==> src/rtl/rng_split_pkg.sv <==
package rng_split_pkg;
    localparam int WORD_W = 32;

    // which side receives the next word inside the sharing window
    typedef enum logic {
        TURN_PUB = 1'b0,
        TURN_SEC = 1'b1
    } turn_e;

    typedef struct packed {
        turn_e turn;
    } route_state_t;
endpackage

==> src/rtl/rng_word_fifo.sv <==
module rng_word_fifo #(
    parameter int DEPTH = 8,
    parameter int WIDTH = 32,
    localparam int PTR_W = (DEPTH > 1) ? $clog2(DEPTH) : 1,
    localparam int CNT_W = $clog2(DEPTH + 1)
) (
    input  logic             clk,
    input  logic             rst,
    input  logic             wr_en,
    input  logic [WIDTH-1:0] wr_data,
    input  logic             rd_req,
    output logic             rd_valid,
    output logic [WIDTH-1:0] rd_data,
    output logic [CNT_W-1:0] count
);
    localparam logic [CNT_W-1:0] FULL_C = CNT_W'(DEPTH);
    localparam logic [PTR_W-1:0] LAST_P = PTR_W'(DEPTH - 1);

    typedef struct packed {
        logic [PTR_W-1:0] wr_ptr;
        logic [PTR_W-1:0] rd_ptr;
        logic [CNT_W-1:0] count;
        logic             out_valid;
        logic [WIDTH-1:0] out_data;
    } fifo_state_t;

    fifo_state_t      st_d, st_q;
    logic [WIDTH-1:0] mem_d [DEPTH];
    logic [WIDTH-1:0] mem_q [DEPTH];
    logic             push, pop;

    function automatic logic [PTR_W-1:0] step_ptr(input logic [PTR_W-1:0] p);
        return (p == LAST_P) ? '0 : p + 1'b1;
    endfunction

    always_comb begin
        st_d  = st_q;
        mem_d = mem_q;
        pop   = rd_req && (st_q.count != '0);
        push  = wr_en && (st_q.count != FULL_C);

        if (push) begin
            mem_d[st_q.wr_ptr] = wr_data;
            st_d.wr_ptr        = step_ptr(st_q.wr_ptr);
        end

        st_d.out_valid = pop;
        if (pop) begin
            st_d.out_data = mem_q[st_q.rd_ptr];
            st_d.rd_ptr   = step_ptr(st_q.rd_ptr);
        end

        unique case ({push, pop})
            2'b10:   st_d.count = st_q.count + 1'b1;
            2'b01:   st_d.count = st_q.count - 1'b1;
            default: st_d.count = st_q.count;
        endcase
    end

    always_ff @(posedge clk) begin
        if (rst) st_q <= '0;
        else     st_q <= st_d;
    end

    always_ff @(posedge clk) begin
        mem_q <= mem_d;
    end

    assign rd_valid = st_q.out_valid;
    assign rd_data  = st_q.out_data;
    assign count    = st_q.count;
endmodule

==> src/rtl/rng_route_sel.sv <==
module rng_route_sel
    import rng_split_pkg::*;
#(
    parameter int SEC_DEPTH = 8,
    parameter int PUB_DEPTH = 4,
    localparam int SEC_CNT_W = $clog2(SEC_DEPTH + 1),
    localparam int PUB_CNT_W = $clog2(PUB_DEPTH + 1)
) (
    input  logic [SEC_CNT_W-1:0] sec_count,
    input  logic [PUB_CNT_W-1:0] pub_count,
    input  turn_e                turn,
    output logic                 can_take,
    output logic                 pick_pub,
    output logic                 sharing
);
    localparam logic [SEC_CNT_W-1:0] SEC_HALF_C = SEC_CNT_W'(SEC_DEPTH / 2);
    localparam logic [SEC_CNT_W-1:0] SEC_FULL_C = SEC_CNT_W'(SEC_DEPTH);
    localparam logic [PUB_CNT_W-1:0] PUB_FULL_C = PUB_CNT_W'(PUB_DEPTH);

    logic sec_low, sec_full, pub_full;

    always_comb begin
        sec_low  = sec_count < SEC_HALF_C;
        sec_full = sec_count == SEC_FULL_C;
        pub_full = pub_count == PUB_FULL_C;
        sharing  = !sec_low && !sec_full && !pub_full;
        can_take = !(sec_full && pub_full);

        if (sec_low)      pick_pub = 1'b0;
        else if (sharing) pick_pub = (turn == TURN_PUB);
        else              pick_pub = sec_full;
    end
endmodule

==> src/rtl/rng_secure_split.sv <==
module rng_secure_split
    import rng_split_pkg::*;
#(
    parameter int SEC_DEPTH = 8,
    parameter int PUB_DEPTH = 4,
    localparam int SEC_CNT_W = $clog2(SEC_DEPTH + 1),
    localparam int PUB_CNT_W = $clog2(PUB_DEPTH + 1)
) (
    input  logic                 clk,
    input  logic                 rst,
    input  logic                 in_valid,
    input  logic [WORD_W-1:0]    in_data,
    output logic                 in_ready,
    input  logic                 sec_req,
    output logic                 sec_valid,
    output logic [WORD_W-1:0]    sec_data,
    output logic [SEC_CNT_W-1:0] sec_count,
    input  logic                 pub_req,
    output logic                 pub_valid,
    output logic [WORD_W-1:0]    pub_data,
    output logic [PUB_CNT_W-1:0] pub_count
);
    route_state_t st_d, st_q;
    logic can_take, pick_pub, sharing, accept, wr_sec, wr_pub;

    rng_route_sel #(
        .SEC_DEPTH(SEC_DEPTH),
        .PUB_DEPTH(PUB_DEPTH)
    ) u_sel (
        .sec_count(sec_count),
        .pub_count(pub_count),
        .turn     (st_q.turn),
        .can_take (can_take),
        .pick_pub (pick_pub),
        .sharing  (sharing)
    );

    assign in_ready = can_take;
    assign accept   = in_valid && can_take;
    assign wr_sec   = accept && !pick_pub;
    assign wr_pub   = accept && pick_pub;

    always_comb begin
        st_d = st_q;
        if (accept && sharing)
            st_d.turn = (st_q.turn == TURN_PUB) ? TURN_SEC : TURN_PUB;
    end

    always_ff @(posedge clk) begin
        if (rst) st_q.turn <= TURN_PUB;
        else     st_q      <= st_d;
    end

    rng_word_fifo #(
        .DEPTH(SEC_DEPTH),
        .WIDTH(WORD_W)
    ) u_sec_buf (
        .clk     (clk),
        .rst     (rst),
        .wr_en   (wr_sec),
        .wr_data (in_data),
        .rd_req  (sec_req),
        .rd_valid(sec_valid),
        .rd_data (sec_data),
        .count   (sec_count)
    );

    rng_word_fifo #(
        .DEPTH(PUB_DEPTH),
        .WIDTH(WORD_W)
    ) u_pub_buf (
        .clk     (clk),
        .rst     (rst),
        .wr_en   (wr_pub),
        .wr_data (in_data),
        .rd_req  (pub_req),
        .rd_valid(pub_valid),
        .rd_data (pub_data),
        .count   (pub_count)
    );
endmodule

==> config.mk <==
export PLATFORM = sky130hd
export DESIGN_NAME = rng_secure_split
export DESIGN_NICKNAME = d
export VERILOG_FILES = /design/src/rtl/rng_split_pkg.sv /design/src/rtl/rng_word_fifo.sv /design/src/rtl/rng_route_sel.sv /design/src/rtl/rng_secure_split.sv
export SDC_FILE = /design/constraint.sdc
export NUM_CORES = 1
export LEC_CHECK = 0
export CORE_MARGIN = 5
export CORE_UTILIZATION = 45
export CTS_CLUSTER_SIZE = 25
export DETAILED_ROUTE_END_ITERATION = 10
export SLEW_MARGIN = 20
export SYNTH_ARGS = -nofsm -noshare
export SYNTH_HDL_FRONTEND = slang
export SYNTH_HIERARCHICAL = 1
export SYNTH_SLANG_ARGS = --single-unit
==> constraint.sdc <==
create_clock -name clk -period 5.4 [get_ports clk]
set_input_delay 1.08 -clock clk [delete_from_list [all_inputs] [get_ports clk]]
set_output_delay 1.08 -clock clk [all_outputs]
set_load 0.02 [all_outputs]
==> impl_metrics.csv <==
group,metric,value,unit
run_status,outcome,"finished, final reports clean",
die,io_pins,111,
synth,yosysTopAreaCell,"edfxtp_1",
synth,synth-edff-count,384,
route,first_pass_iters,4,
clock_tree,worstSkewPairLatency,0.55,ns
clock_tree,cts_buffer_depth,3,
route,drc,0,
synth,syn_avg_cell_area,19.32,um^2
placed_design,portBuffers,110,
critical_path,r2r_end,"u_sec_buf/mem_q[35]",
clock_tree,clock_sinks,468,
critical_path,start_kind,"flip-flop",
synth,synth_top_area_share,64.05,%
synth,syn_nets,983,
power_and_ir_drop,leakagePower,0.006605,uW
sta,hold_viol_final,0,
critical_path,worstPathMaxFanout,11,
synth,synthesis.area,18000,um^2
sta,finalSetupTns,0,ns
synth,synth_warnings,6,
die,start_util,45.42,%
critical_path,required,4.32,ns
die,die_w,210.0,um
synth,ys_ff_latch,468,
die,core_area,39640,um^2
route,drt-total-wl,33510,um
sta,clock_skew,0.01423,ns
final_layout,layout-drive-gt1-share,23.17,%
final_layout,seq_area,13220,um^2
global_route,grt_max_degree,46,
synth,seq_area_frac_synth,73.39,%
critical_path,endpoint,"in_ready",
global_route,antenna_found_initial,0,
sta,maxSlewHeadroom,26.92,%
die,fp.dieH,210.0,um
sta,finalCritPeriodShare,58.17,%
critical_path,r2r_slack,2.40,ns
global_route,grt_pass1_wl,52410,um
critical_path,rr_worst_depth,7,
route,ant_nets,0,
die,die-area,44110,um^2
sta,fin_crit,3.141,ns
final_layout,post-route-util,52.22,%
placed_design,dp_hpwl,19630,um
clock_tree,h-tree-depth,2,
final_layout,antenna_cells,0,
min_path,hp-class,"reg -> reg",
route,vias,8276,
sta,max_freq,0.3183,GHz
final_layout,multiInputGateArea,3978,um^2
clock_tree,cts_tree,"yes",
global_route,grt_pass1_vias,8602,
route,wl_per_cell,21.65,um
placed_design,gp_congestion,0.7055,
critical_path,worstSetupEndpointType,"primary output",
synth,synthMostInstantiatedCell,"edfxtp_1",
clock_tree,cts_buffers,47,
sta,setup_viol,0,
final_layout,nets,1038,
sta,tightestPinTransition,1.094,ns
global_route,gr-total-overflow,0,
global_route,track_usage,15.29,%
synth,synthTopCellsByArea,"edfxtp_1 64%, mux4_2 12%, dfxtp_1 9.3%",
synth,netlist_top_cells_count,"384 x edfxtp_1, 92 x mux4_2, 84 x dfxtp_1",
clock_tree,ctsRootBufferMaster,"clkbuf_16",
sta,rsz0062_at_grt,"false",
critical_path,crit_arrival,2.06,ns
synth,synth_cell_types,50,
synth,synth-main-ff-cell,"edfxtp_1",
final_layout,area_growth,14.97,%
power_and_ir_drop,power.density,512.2,nW/um^2
critical_path,rr_startpoint,"u_sec_buf/count[1]",
critical_path,crit_start,"u_sec_buf/count[1]",
clock_tree,path_clk_slew,0.06,ns
synth,synthArstFlopShare,0,%
route,initialDrtViolationCount,596,
route,avgViaCountPerCell,5.346,
power_and_ir_drop,vdd_ir_drop_max,231.6,uV
final_layout,final.fill_count,3142,
run,max_cap_violations,0,
placed_design,place_ws,1.677,ns
critical_path,path_class,"reg -> out",
sta,setup_ws,2.259,ns
synth,synthCells,932,
clock_tree,cts_setup_buffers,0,
clock_tree,cts_hold_buf,0,
die,rows,73,
sta,maxSlewViolCount,0,
clock_tree,cts-resized-gates,0,
-- layout by cell type (no fill, tap or decap), types with 5 or more instances in the layout --
master,n
inv_1,7
buf_4,13
bufinv_16,8
clkinv_2,9
nor2_4,5
clkdlybuf4s50_1,109
nor3_2,35
mux4_2,92
ha_1,13
nor2_1,46
clkbuf_1,10
clkinv_1,5
a21oi_1,13
and3_2,5
nand2_1,12
a22o_1,32
dfxtp_1,80
clkbuf_16,47
xor2_1,5
edfxtp_1,384
o22ai_1,32
-- registers in the layout, summed over array words and instances, names as in the netlist --
register / count
u_pub_buf/count: 3
u_sec_buf/st_q: 6
u_pub_buf/mem_q: 128
u_sec_buf/rd_data: 32
u_pub_buf/st_q: 4
u_sec_buf/mem_q: 256
u_sec_buf/rd_valid: 1
st_q: 1
u_sec_buf/count: 4
u_pub_buf/rd_data: 32
u_pub_buf/rd_valid: 1
-- area by class of cell --
class	instances	share of cell area, %
tap	525	3.174
clock inverter	25	1.584
sequential	468	63.87
timing repair buffer	124	5.900
clock buffer	60	6.063
multi-input combinational	336	19.22
inverter	10	0.1934
-- power breakdown --
part / internal [uW] / total [uW] / switching (uW)
combinational: 1140 / 2420 / 1280
clock: 2020 / 3320 / 1290
sequential: 4500 / 4860 / 363
total: 7660 / 10600 / 2940
-- through the flow --
step                hold WS, ns  total power [uW]  area [um^2]  std cells
finish                   0.4759             10600        20700       1548
global placement         0.4599              7368        19090       1462
CTS                      0.4821             10740        20670       1547
global route             0.4927             11130        20700       1548
detailed placement       0.4640              7414        19090       1462
floorplan                0.4434              6773        18000        932
-- worst min-delay path by stage --
stage / start / to / slack (ns) / cells past startpoint
after global routing: u_pub_buf/rd_data[10] / u_pub_buf/rd_data[10] / 0.49 / 1
after global placement: u_pub_buf/rd_data[6] / u_pub_buf/rd_data[6] / 0.46 / 1
after CTS: u_pub_buf/rd_data[0] / u_pub_buf/rd_data[0] / 0.48 / 1
after detailed placement: u_pub_buf/rd_data[0] / u_pub_buf/rd_data[0] / 0.46 / 1
final: u_pub_buf/rd_data[4] / u_pub_buf/rd_data[4] / 0.48 / 1
after floorplan: u_pub_buf/rd_data[30] / u_pub_buf/rd_data[30] / 0.44 / 1
-- layer usage --
| layer | part of all wire [%] | vias to the layer above | GRT usage, % |
|---|---|---|---|
| li1 | - | 3769 | - |
| met1 | 46 | 4307 | 21.98 |
| met2 | 48 | 162 | 24.79 |
| met3 | 4.6 | 38 | 2.739 |
| met4 | 1.6 | 0 | 3.600 |
| met5 | 0 | - | 0 |
-- cells by family (layout without fill, tap and decap cells) --
family | Yosys count | after routing | synth area share, %
xor gates and xnor gates | 5 | 5 | 0.2432
and+or+nand+nor | 126 | 126 | 4.281
AOI/OAI and AO/OA | 90 | 90 | 3.808
muxes | 101 | 101 | 12.41
DFF | 468 | 468 | 73.39
adders and majority gates | 14 | 14 | 1.015
buffers and inverters | 128 | 219 | 4.858
-- critical path, stage by stage, from the launching register on --
cell	delay, ns
dfxtp_1	0.62
nor3_2	0.12
nand3_1	0.16
clkdlybuf4s50_1	0.63
No activity file was read; power rests on OpenSTA's default activity.
